$ cat src/rtl/comp_decoder.sv
module comp_decoder #(
  parameter int SHIFT_R  = 10,
  parameter int SHIFT_L  = 18,
  parameter int START_C  = 1,
  parameter int END_C    = 2,
  parameter int NUM_REGS = 8
) (
  input  logic                clk,
  input  logic                rst_n,
  input  logic [31:0]         addr,
  input  logic [31:0]         wdata,
  input  logic                rd,
  input  logic                wr,
  output logic                sel,
  output logic [31:0]         rdata,
  output logic [NUM_REGS-1:0] wstrb
);
  localparam int DB   = 32 - SHIFT_L - SHIFT_R;
  localparam int TOP  = 31 - SHIFT_L;
  localparam int IW   = TOP - 1;
  localparam int RIW  = $clog2(NUM_REGS);
  localparam logic [IW-1:0] BASE_W = IW'(START_C * (2 ** (SHIFT_R - 2)));

  generate
    if (END_C < START_C || DB < 1 || SHIFT_R < 2 || NUM_REGS < 2) begin : g_bad_params
      $error("comp_decoder: illegal compartment parameters");
    end
  endgenerate

  logic [DB-1:0] comp;
  logic [IW-1:0] widx;
  logic          hit;
  logic [NUM_REGS-1:0][31:0] regs;
  logic unused_addr_bits;

  assign unused_addr_bits = ^{addr[31:TOP+1], addr[1:0]};
  assign comp = addr[TOP:SHIFT_R];
  assign sel  = (comp >= DB'(START_C)) && (comp <= DB'(END_C));
  assign widx = addr[TOP:2] - BASE_W;
  assign hit  = sel && (widx < IW'(NUM_REGS));

  for (genvar k = 0; k < NUM_REGS; k++) begin : g_reg
    assign wstrb[k] = wr && hit && (widx == IW'(k));
    always_ff @(posedge clk) begin
      if (!rst_n)        regs[k] <= '0;
      else if (wstrb[k]) regs[k] <= wdata;
    end
  end

  assign rdata = (rd && hit) ? regs[widx[RIW-1:0]] : '0;


  strobe_onehot_chk: assert property (@(posedge clk) disable iff (!rst_n)
    $onehot0(wstrb));


  no_strobe_unsel_chk: assert property (@(posedge clk) disable iff (!rst_n)
    !sel |-> (wstrb == '0));


  quiet_read_chk: assert property (@(posedge clk) disable iff (!rst_n)
    (!sel || !rd) |-> (rdata == '0));


  regs_hold_chk: assert property (@(posedge clk) disable iff (!rst_n)
    (wstrb == '0) |=> $stable(regs));


  strobe_needs_wr_chk: assert property (@(posedge clk) disable iff (!rst_n)
    !wr |-> (wstrb == '0));
endmodule

$ cat config.mk
export PLATFORM = sky130hd
export DESIGN_NAME = comp_decoder
export DESIGN_NICKNAME = d
export VERILOG_FILES = /design/src/rtl/comp_decoder.sv
export SDC_FILE = /design/constraint.sdc
export NUM_CORES = 1
export LEC_CHECK = 0
export ABC_AREA = 0
export BUFFER_PORTS_ARGS = -buffer_cell sky130_fd_sc_hd__buf_2
export CAP_MARGIN = 20
export CORE_MARGIN = 2
export CORE_UTILIZATION = 59
export DETAILED_ROUTE_END_ITERATION = 12
export PLACE_DENSITY_LB_ADDON = 0.25
export SLEW_MARGIN = 5
export SYNTH_ARGS = -nofsm -noshare
export SYNTH_HDL_FRONTEND = slang
export SYNTH_SLANG_ARGS = --single-unit
$ cat constraint.sdc
create_clock -name clk -period 1.94 [get_ports clk]
set_clock_uncertainty 0.15 [all_clocks]
set_input_delay 0.097 -clock clk [delete_from_list [all_inputs] [get_ports clk]]
set_output_delay 0.097 -clock clk [all_outputs]
set_load 0.01 [all_outputs]
### Word-level counts from Yosys, hierarchy flattened

Cells that the tools add are included.

| storage, ports and cells | value |
|---|---|
| input port bits | 68 |
| output and inout bits | 41 |
| register bits | 256 |
| logic and storage cells | 36 |

| cells by class | value |
|---|---|
| order comparisons | 4 |
| $add $sub $neg | 1 |
| multiplexer cells | 3 |
| eq/ne operators | 7 |
| reductions and logical operators | 13 |

Operators by type and width:

| kind | count |
|---|---|
| $bmux W32 S3 | 1 |
| $mux W32 | 2 |
| $eq A12 B3 Y1 const B | 4 |
| $eq A12 B2 Y1 const B | 2 |
| $eq A12 B1 Y1 const B | 1 |
| $logic_and A1 B1 Y1 | 12 |
| $logic_not A12 Y1 | 1 |
| $lt A12 B4 Y1 const B | 1 |
| $sub A12 B9 Y12 const B | 1 |
| $ge A4 B1 Y1 const B | 1 |
| $le A4 B2 Y1 const B | 1 |
| $lt A3 B4 Y1 const B | 1 |

### Depth between registers and ports, before layout

Gate-level depths: netlist of the first run.

| logic depth | value |
|---|---|
| depth after elaboration | 5 |
| gate-level depth with buffers | 6 |
| gate-level depth less buffers | 3 |

### Worst setup path before layout of the first run

No wires, ideal clock.

| timing | value |
|---|---|
| path type | input to output |
| start | input addr[9] |
| end | output rdata[10] |
| path buffers | 2 |
| stages on the path | 5 |
| arrival | 1288 ps |
| slack | 405 ps |
| required time | 1693 ps |
| path through | nor4b_1 -> buf_2 -> and4_1 -> clkbuf_1 -> and3_1 |

| on the way | value |
|---|---|
| cells in the longest elaborated chain, start to end | 5 |

Ends and longest elaborated chain:

| item | line | RTL |
|---|---|---|
| start: declaration | 10 | `input logic [31:0] addr,` |
| $sub A12 B9 Y12 | 39 | `assign widx = addr[TOP:2] - BASE_W;` |
| $lt A12 B4 Y1 | 40 | `assign hit = sel && (widx < IW'(NUM_REGS));` |
| $logic_and A1 B1 Y1 | 40 |  |
| $logic_and A1 B1 Y1 | 50 | `assign rdata = (rd && hit) ? regs[widx[RIW-1:0]] : '0;` |
| $mux W32 | 50 |  |
| end: declaration | 15 | `output logic [31:0] rdata,` |

No other way between the ends.

### Worst setup path after layout of the first run

| timing | value |
|---|---|
| start | register regs[191] (netlist name) |
| end | output rdata[31] |

| on the way | value |
|---|---|
| cells in the longest elaborated chain, start to end | 3 |

Ends and longest elaborated chain:

| item | line | RTL |
|---|---|---|
| start: declaration | 33 | `logic [NUM_REGS-1:0][31:0] regs;` |
| start signal: indexed assignment | 46 | `else if (wstrb[k]) regs[k] <= wdata;` |
| $bmux W32 S3 | 50 |  |
| $mux W32 (not written as such) | 50 |  |
| $mux W32 | 50 |  |

No other way between the ends. The select of a mux whose other input is x is not followed.

==> run summary, run 1 <==
Outcome -> finished, final reports clean
Busiest grt layer -> met2
GRT Overall Usage -> 27.15%
R2R setup slack -> 630 ps
Max Cap Viol -> 0
Reg clk slew, reported paths -> 60 ps
Worst r2r path cells -> 3
Slew @ Worst Pin -> 560.4 ps
Number of synthesized flops with an enable pin -> 0
Hold Path Class -> in -> reg
Drt drc -> 0
Critical path fanouts, max -> 2
Global-route wire length before repair -> 44900 microns
Die H -> 143.4 microns
Slew margin rel. -> 62.54%
Grt met1 use -> 36.05%
Top_reg_cell synth -> dfxtp_1
Setup CP Type -> reg -> out
Die W -> 143.4 microns
CTS tree -> built
Fin. Hold Viols -> 0
Crit. Startpoint -> regs[191]$_SDFFE_PN0P_
WHS Endpoint -> regs[38]$_SDFFE_PN0P_
Share of cells above drive strength 1 -> 15.22%
DPL Wire Length -> 16090 microns
First-pass detailed-route iteration total -> 6
Min Hold Slack -> 72.15 ps
Final #Nets -> 1323
Fmax -> 0.5555 GHz
Vias -> 8727
PwrDens -> 807.9 nW/um^2
Fin crit period -> 1800 ps
Critical Path AT -> 1550 ps
Clk Latency, worst-skew pair -> 520 ps
CP Buf/Inv Count -> 1
Post-synthesis cell count -> 1148
ANT cells -> 0
Largest register FFs -> 256
Hold buffers post-CTS -> 34
Post-cts resize count -> 0
Synth cell types -> 22
Crit Reg-Reg Startpoint -> regs[180]$_SDFFE_PN0P_
Die area -> 20570 sq um
Routed Antenna Nets -> 0
Period utilisation layout -> 92.80%
Syn. warnings -> 0
Syn_area_per_cell -> 9.992 sq um
Worst Setup End Kind -> output port
Grt met2 use -> 46.84%
Post-CTS setup buffer count -> 0
RSZ-0062 raised after global routing -> false
H-tree depth -> 1
Slowest cell on the critical path -> dfxtp_1
Final slew viol count -> 0
Worst Hold Depth -> 5
Finish-stage setup viols -> 0
Biggest register -> regs
Clk buf depth -> 3
Share of the synthesized area in the top cell type -> 44.68%
IO Port Bufs -> 88
Asr flop ratio synth -> 0%
I/O pins -> 109
Cell taking the most area after synthesis -> dfxtp_1
Initial antenna violation count -> 0
Main area contributors after synthesis -> dfxtp_1 45%, mux2i_1 34%, nand2_1 9.4%
CTS Buf Count -> 27
Post-Place Cells -> 1452
Max VDD drop -> 0.8975 mV
CP startpoint kind -> flip-flop
Reg2reg end -> regs[180]$_SDFFE_PN0P_
Congestion Overflow GR -> 0
Setup TNS -> 0 ps
Number of global-route vias before repair -> 8696
Placed cell area -> 12480 sq um
Hold_sp -> addr[5]
CTS root buf -> clkbuf_16
Biggest regs -> regs: 256 flops
Largest net degree at the start of global routing -> 49
Met3 Resource Use GR -> 3.532%
GPL Wtd Cong -> 0.7296
Area growth from synthesis to layout -> 19.54%
Finished layout cell area -> 13710 sq um
Mapped Area -> 11470 sq um
Std cell rows -> 50
Crit-path cells -> mux2i_1, a22oi_1, and3_1, buf_2
Seq/Total Area, Yosys -> 44.68%
Seq cells post-synth -> 256
Drt wl/cell -> 18.04 microns
Synth cell count leaders -> 384 x mux2i_1, 288 x nand2_1, 256 x dfxtp_1
Post-route insts no fill -> 1535
Initial DRC count -> 603
Post-Syn Nets -> 1216
WP data required -> 1690 ps
Crit path max-delay family -> flip-flops
Filler cell count -> 1385
Core area -> 18890 sq um
Cell with the most instances after synthesis -> mux2i_1
Final WL -> 27700 microns
Clk sink count -> 256
Via/cell ratio -> 5.685
P_leak -> 0.007371 uW
CP max stage delay -> 340 ps
Initial core utilization -> 60.72%
-- worst max path at each step --
stage                                        end  slack, ps  cells past startpoint
after CTS                              rdata[31]        140                      4
after global routing                   rdata[28]         60                      4
after global placement                  wstrb[0]        240                      7
after floorplan                        rdata[10]        410                      5
after detailed placement  regs[172]$_SDFFE_PN0P_        200                      5
final                                  rdata[31]        140                      4
-- report_power, final --
group,total (uW),switching (uW),internal [uW]
registers,5260,0.275,5260
clock network,5140,2080,3050
logic,683,405,279
-- cell families (layout without fill, tap and decap cells) --
logic type      count (synthesis)  count (layout)  share of synthesized area, %
compound gates                 64              64                         4.188
xor+xnor                        1               1                       0.07637
buf+inv                        99             226                         4.178
flops                         256             256                         44.68
mux                           384             384                         33.51
simple gates                  344             344                         13.37
-- placed cells by master (no fill, tap or decap), drive strengths merged --
| cell type | instances |
|---|---|
| nor3 | 2 |
| and4 | 2 |
| and3 | 32 |
| and2b | 1 |
| clkinvlp | 1 |
| and4b | 1 |
| nor4b | 4 |
| xnor2 | 1 |
| mux2i | 384 |
| nor4 | 2 |
| dlygate4sd3 | 34 |
| bufinv | 2 |
| dfxtp | 256 |
| nor2b | 1 |
| nand4 | 8 |
| buf | 134 |
| nand2 | 288 |
| clkbuf | 40 |
| clkinv | 6 |
| a22oi | 64 |
| nor2 | 2 |
| and2 | 1 |
| inv | 9 |
-- cell type report --
type,count,area [sq um],share of cell area [%]
clock buffers,39,780.7,5.694
clock inverters,10,106.4,0.7756
inverters,8,30.03,0.2190
multi-input cells,793,5958,43.45
flip-flops and latches,256,5125,37.38
well taps,260,325.3,2.372
repair buffers,169,1386,10.11
-- per-layer routing --
metal / up-vias / part of all wire, %
met1: 4234 / 45
met4: 0 / 2.0
met5: - / 0
li1: 4203 / -
met2: 240 / 49
met3: 50 / 4.8
-- through the flow --
stage / power (uW) / worst slack, ps / utilization, %
finish: 11080 / 139.7 / 72.58
detailed placement: 5999 / 201.0 / 66.08
floorplan: 5751 / 405.4 / -
global placement: 5996 / 243.3 / 66.08
CTS: 11140 / 140.2 / 72.58
global route: 11440 / 61.66 / 72.58
-- worst min-delay path, cell delays in order --
cell and delay (ps):
buf_2 130, nor4b_4 80, nand4_4 110, buf_4 190, mux2i_1 90
No activity file was read; power rests on OpenSTA's default activity.
==> run 2, diff against run 1 <==
--- a/config.mk
+++ b/config.mk
@@ -11,6 +11,7 @@
 export CORE_MARGIN = 2
 export CORE_UTILIZATION = 59
 export DETAILED_ROUTE_END_ITERATION = 12
+export GPL_TIMING_DRIVEN = 0
 export PLACE_DENSITY_LB_ADDON = 0.25
 export SLEW_MARGIN = 5
 export SYNTH_ARGS = -nofsm -noshare
==> run 2 against run 1 <==
  * Via count grew 4.3%
  * The run now ends with setup timing left
  * Maximum frequency shrank 8.3%
  * First-iteration DRC count shrank 1.2%
  * Highest routed layer unchanged
  * Final area shrank 0.30%
  * Critical path depth grew 3
==> run summary, run 2 (same netlist as run 1, synthesis figures left out) <==
Outcome -> finished, violations left (was finished, final reports clean)
Failing checks -> setup timing
First-pass detailed-route iteration total -> 5 (was 6)
CP startpoint kind -> primary input (was flip-flop)
Clk Latency, worst-skew pair -> 520 ps (about the same)
Final slew viol count -> 0 (unchanged)
Drt drc -> 0 (unchanged)
Largest net degree at the start of global routing -> 15 (was 49)
Reg2reg end -> regs[180]$_SDFFE_PN0P_ (unchanged)
Routed Antenna Nets -> 0 (unchanged)
Period utilisation layout -> 101.2% (was 92.80%)
Max Cap Viol -> 0 (unchanged)
Share of cells above drive strength 1 -> 15.54% (was 15.22%)
Drt wl/cell -> 19.62 microns (was 18.04 microns)
PwrDens -> 826.4 nW/um^2 (was 807.9 nW/um^2)
WP data required -> 1690 ps (about the same)
Clk sink count -> 256 (unchanged)
GPL Wtd Cong -> 0.8375 (was 0.7296)
P_leak -> 0.007385 uW (was 0.007371 uW)
Die W -> 143.4 microns (unchanged)
Reg clk slew, reported paths -> 70 ps (was 60 ps)
Final WL -> 31120 microns (was 27700 microns)
Final #Nets -> 1374 (was 1323)
Clk buf depth -> 3 (unchanged)
Biggest regs -> regs: 256 flops (unchanged)
Core area -> 18890 sq um (unchanged)
Number of global-route vias before repair -> 9207 (was 8696)
Grt met1 use -> 38.99% (was 36.05%)
Finish-stage setup viols -> 1 (was 0)
Dpl ws -> -282.0 ps (was 201.0 ps)
CTS root buf -> clkbuf_16 (unchanged)
Global-route wire length before repair -> 49220 microns (was 44900 microns)
R2R setup slack -> 1090 ps (was 630 ps)
IO Port Bufs -> 85 (was 88)
Met3 Resource Use GR -> 5.198% (was 3.532%)
Via/cell ratio -> 5.738 (was 5.685)
Hold Path Class -> in -> reg (unchanged)
Critical Path AT -> 1720 ps (was 1550 ps)
Slew margin rel. -> 52.94% (was 62.54%)
Grt met2 use -> 51.80% (was 46.84%)
Biggest register -> regs (unchanged)
WHS Endpoint -> regs[223]$_SDFFE_PN0P_ (was regs[38]$_SDFFE_PN0P_)
Slew @ Worst Pin -> 705.9 ps (was 560.4 ps)
Worst Hold Depth -> 4 (was 5)
Busiest grt layer -> met2 (unchanged)
H-tree depth -> 1 (unchanged)
Area growth from synthesis to layout -> 19.18% (was 19.54%)
Congestion Overflow GR -> 0 (unchanged)
Most frequent cells in the layout -> 384 x mux2i_1, 288 x nand2_1, 256 x dfxtp_1, 105 x buf_2, 64 x a22oi_1 (was 384 x mux2i_1, 288 x nand2_1, 256 x dfxtp_1, 86 x buf_2, 64 x a22oi_1)
Final core utilization -> 72.36% (was 72.58%)
Initial core utilization -> 60.72% (unchanged)
CTS Buf Count -> 26 (was 27)
Fin crit period -> 1964 ps (was 1800 ps)
Fmax -> 0.5093 GHz (was 0.5555 GHz)
Vias -> 9101 (was 8727)
Critical path fanouts, max -> 10 (was 2)
Die area -> 20570 sq um (unchanged)
Worst Setup End Kind -> output port (unchanged)
DPL Wire Length -> 20170 microns (was 16090 microns)
CTS tree -> built (unchanged)
I/O pins -> 109 (unchanged)
Max VDD drop -> 0.6064 mV (was 0.8975 mV)
Hold_sp -> addr[12] (was addr[5])
Initial antenna violation count -> 0 (unchanged)
Setup ws final -> -23.63 ps (was 139.7 ps)
Initial DRC count -> 596 (was 603)
GRT Overall Usage -> 30.41% (was 27.15%)
RSZ-0062 raised after global routing -> true (was false)
Commonest non-fill, non-tap cell in the layout -> mux2i_1 (unchanged)
Std cell rows -> 50 (unchanged)
ANT cells -> 0 (unchanged)
Largest register FFs -> 256 (unchanged)
Worst r2r path cells -> 2 (was 3)
Fin. Hold Viols -> 0 (unchanged)
Setup CP Type -> in -> out (was reg -> out)
Die H -> 143.4 microns (unchanged)
Crit Reg-Reg Startpoint -> regs[180]$_SDFFE_PN0P_ (unchanged)
[run 2: cell count changes in the layout (fill, tap and decap cells not counted), sizes merged]
cell,change
clkbuf,+50
bufinv,+1
clkinvlp,+3
dlygate4sd3,+9
clkdlybuf4s15,+1
buf,-12
inv,-1
[run 2: how the worst max path moves through the flow]
stage	startpoint	end	cells after the start	slack, ps
floorplan	addr[9]	rdata[10]	5	410
global placement	addr[9]	rdata[17]	7	-280
CTS	addr[4]	rdata[3]	6	9
detailed placement	addr[9]	rdata[17]	7	-280
global route	addr[3]	rdata[10]	7	-40
finish	addr[3]	rdata[31]	7	-20
[run 2: timing repair]
item	in CTS	in global routing
endpoints found under the setup margin	30	35
endpoints found under the hold margin	256	0
hold buffers	43	0
setup buffers	0	1
cloned	0	1
gates resized for setup	20	18
[run 2: critical path, stage by stage]
cell     delay [ps]
buf_2           180
buf_2           280
buf_2           400
mux2i_1         260
a22oi_1          90
and3_1          240
buf_2           150
[run 2: metal layers]
layer | up-vias | wire [microns]
met5 | - | 0
met4 | 0 | 862
met3 | 61 | 1880
met2 | 307 | 14990
met1 | 4427 | 13390
li1 | 4306 | -
[run 2: metrics by stage]
step / TNS [ps] / cell area [sq um] / total power, uW / hold slack [ps] / cells
6_report: -23.63 / 13670 / 11300 / 38.09 / 1586
2_1_floorplan: 0 / 11470 / 5751 / 94.69 / 1148
5_1_grt: -227.7 / 13670 / 11580 / 33.01 / 1586
3_3_place_gp: -9668 / 12220 / 5986 / 293.5 / 1493
4_1_cts: 0 / 13620 / 11320 / 16.72 / 1584
3_5_place_dp: -10230 / 12220 / 5993 / 300.5 / 1493
[run 2: power breakdown]
group | leakage [uW] | total, uW | switching (uW) | internal [uW]
clock network | 0.000457 | 5350 | 2110 | 3240
logic | 0.00487 | 695 | 453 | 243
registers | 0.00206 | 5260 | 0.277 | 5260
total | 0.00738 | 11300 | 2560 | 8740
[run 2: cell type report]
class | instances | area (sq um)
flip-flops and latches | 256 | 5125
well taps | 260 | 325.3
repair buffers | 130 | 874.6
multi-input cells | 793 | 5874
clock buffers | 35 | 785.8
fillers | 1461 | 5223
inverters | 8 | 30.03
clock inverters | 13 | 150.1
plain buffers | 91 | 505.5
==> run 3, diff against run 2 <==
--- a/config.mk
+++ b/config.mk
@@ -9,7 +9,7 @@
 export BUFFER_PORTS_ARGS = -buffer_cell sky130_fd_sc_hd__buf_2
 export CAP_MARGIN = 20
 export CORE_MARGIN = 2
-export CORE_UTILIZATION = 59
+export CORE_UTILIZATION = 40
 export DETAILED_ROUTE_END_ITERATION = 12
 export GPL_TIMING_DRIVEN = 0
 export PLACE_DENSITY_LB_ADDON = 0.25
==> run 3 against run 2 <==
  * The run now ends clean
  * Via count down 1.9%
  * Non-clock buffer count is 3 lower
  * Wire length grew 3.7%
  * Critical endpoint is now rdata[18]
==> run summary, run 3 (same netlist as run 1, synthesis figures left out) <==
Reg clk slew, reported paths -> 60 ps (was 70 ps)
Setup CP Type -> in -> out (unchanged)
Largest register FFs -> 256 (unchanged)
PwrDens -> 804.0 nW/um^2 (was 826.4 nW/um^2)
Post-route insts no fill -> 1697 (was 1586)
GRT Overall Usage -> 21.56% (was 30.41%)
Commonest non-fill, non-tap cell in the layout -> mux2i_1 (unchanged)
Number of global-route vias before repair -> 9142 (was 9207)
Routed Antenna Nets -> 0 (unchanged)
CTS root buf -> clkbuf_16 (unchanged)
Period utilisation layout -> 96.73% (was 101.2%)
Dpl ws -> -621.1 ps (was -282.0 ps)
CP startpoint kind -> primary input (unchanged)
Post-Place Cells -> 1611 (was 1493)
Most frequent cells in the layout -> 384 x mux2i_1, 288 x nand2_1, 256 x dfxtp_1, 99 x buf_2, 64 x a22oi_1 (was 384 x mux2i_1, 288 x nand2_1, 256 x dfxtp_1, 105 x buf_2, 64 x a22oi_1)
Drt drc -> 0 (unchanged)
Reg area -> 5125 sq um (unchanged)
Biggest register -> regs (unchanged)
Die area -> 30050 sq um (was 20570 sq um)
Biggest regs -> regs: 256 flops (unchanged)
IO Port Bufs -> 85 (unchanged)
H-tree depth -> 1 (unchanged)
Slew @ Worst Pin -> 747.1 ps (was 705.9 ps)
Drt wl/cell -> 19.01 microns (was 19.62 microns)
Setup ws final -> 63.38 ps (was -23.63 ps)
ANT cells -> 0 (unchanged)
First-pass detailed-route iteration total -> 4 (was 5)
Fin crit period -> 1877 ps (was 1964 ps)
Initial DRC count -> 443 (was 596)
Initial antenna violation count -> 1 (was 0)
Placed cell area -> 12370 sq um (was 12220 sq um)
WP data required -> 1690 ps (about the same)
Congestion Overflow GR -> 0 (unchanged)
Clk buf depth -> 3 (unchanged)
CTS Buf Count -> 29 (was 26)
Via/cell ratio -> 5.260 (was 5.738)
Finish-stage setup viols -> 0 (was 1)
GPL Wtd Cong -> 0.7533 (was 0.8375)
Global-route wire length before repair -> 51590 microns (was 49220 microns)
Core area -> 28010 sq um (was 18890 sq um)
RSZ-0062 raised after global routing -> false (was true)
Worst Hold Depth -> 4 (unchanged)
Fmax -> 0.5329 GHz (was 0.5093 GHz)
Die W -> 173.3 microns (was 143.4 microns)
Max Cap Viol -> 0 (unchanged)
Setup TNS -> 0 ps (was -23.63 ps)
P_leak -> 0.007359 uW (was 0.007385 uW)
Worst Setup End Kind -> output port (unchanged)
Vias -> 8926 (was 9101)
Filler cell count -> 2673 (was 1461)
Min Hold Slack -> 22.15 ps (was 38.09 ps)
Std cell rows -> 61 (was 50)
Die H -> 173.3 microns (was 143.4 microns)
Worst r2r path cells -> 2 (unchanged)
Final #Nets -> 1374 (unchanged)
Critical path fanouts, max -> 10 (unchanged)
Area growth from synthesis to layout -> 19.87% (was 19.18%)
Top Layer Used -> met4 (unchanged)
CTS tree -> built (unchanged)
Initial core utilization -> 40.95% (was 60.72%)
Largest net degree at the start of global routing -> 14 (was 15)
DPL Wire Length -> 21610 microns (was 20170 microns)
Multi-input gate area in the final layout -> 5884 sq um (was 5874 sq um)
Clk Latency, worst-skew pair -> 530 ps (was 520 ps)
Critical Path AT -> 1630 ps (was 1720 ps)
Max VDD drop -> 0.5023 mV (was 0.6064 mV)
Outcome -> finished, final reports clean (was finished, violations left)
Final WL -> 32260 microns (was 31120 microns)
I/O pins -> 109 (unchanged)
Final slew viol count -> 0 (unchanged)
Finished layout cell area -> 13750 sq um (was 13670 sq um)
Met3 WL -> 1234 microns (was 1880 microns)
Met2 wire length -> 15030 microns (was 14990 microns)
Hold Path Class -> in -> reg (unchanged)
M1 WL -> 15080 microns (was 13390 microns)
Clk sink count -> 256 (unchanged)
Fin. Hold Viols -> 0 (unchanged)
Slew margin rel. -> 50.19% (was 52.94%)
Share of cells above drive strength 1 -> 14.86% (was 15.54%)
## run 3: final cells by class
class	count	area share, %
Tap cell	378	3.439
Clock inverter	2	0.1001
Multi-Input combinational cell	793	42.79
Buffer	91	3.831
Sequential cell	256	37.27
Timing Repair Buffer	127	6.206
Inverter	8	0.2184
Clock buffer	42	6.142
## run 3: final timing paths
check | from | endpoint | slack, ps
max | addr[2] | rdata[18] | 60
min | addr[12] | regs[225]$_SDFFE_PN0P_ | 20
max reg2reg | regs[243]$_SDFFE_PN0P_ | regs[243]$_SDFFE_PN0P_ | 1160
min reg2reg | regs[22]$_SDFFE_PN0P_ | regs[22]$_SDFFE_PN0P_ | 310
## run 3: power by group
part | total (uW) | switching, uW | internal, uW
Sequential | 5260 | 0.267 | 5260
Clock | 5090 | 2120 | 2960
Combinational | 711 | 466 | 245
Total | 11100 | 2590 | 8470
## run 3: critical path, stage by stage
cell	delay [ps]
buf_2	140
and2b_1	190
clkbuf_1	250
clkbuf_2	420
a22oi_1	160
and3_1	220
buf_2	140
## run 3: timing repair
item	CTS	global route
endpoints found under the setup margin	40	32
pin swaps	0	0
resized for setup	33	11
hold buffers	40	0
setup buffers	0	2
hold endpoints to repair	256	0
## run 3: routing by layer
layer	up-vias	track usage, %
li1	4305	-
met5	-	0
met4	0	6.321
met1	4372	29.23
met3	57	2.566
met2	192	36.05
## run 3: metrics by stage
step | utilization, % | total power, uW
detailed placement | 44.16 | 6013
floorplan | - | 5751
finish | 49.09 | 11060
global placement | 44.16 | 6008
CTS | 48.90 | 11110
global route | 49.09 | 11400
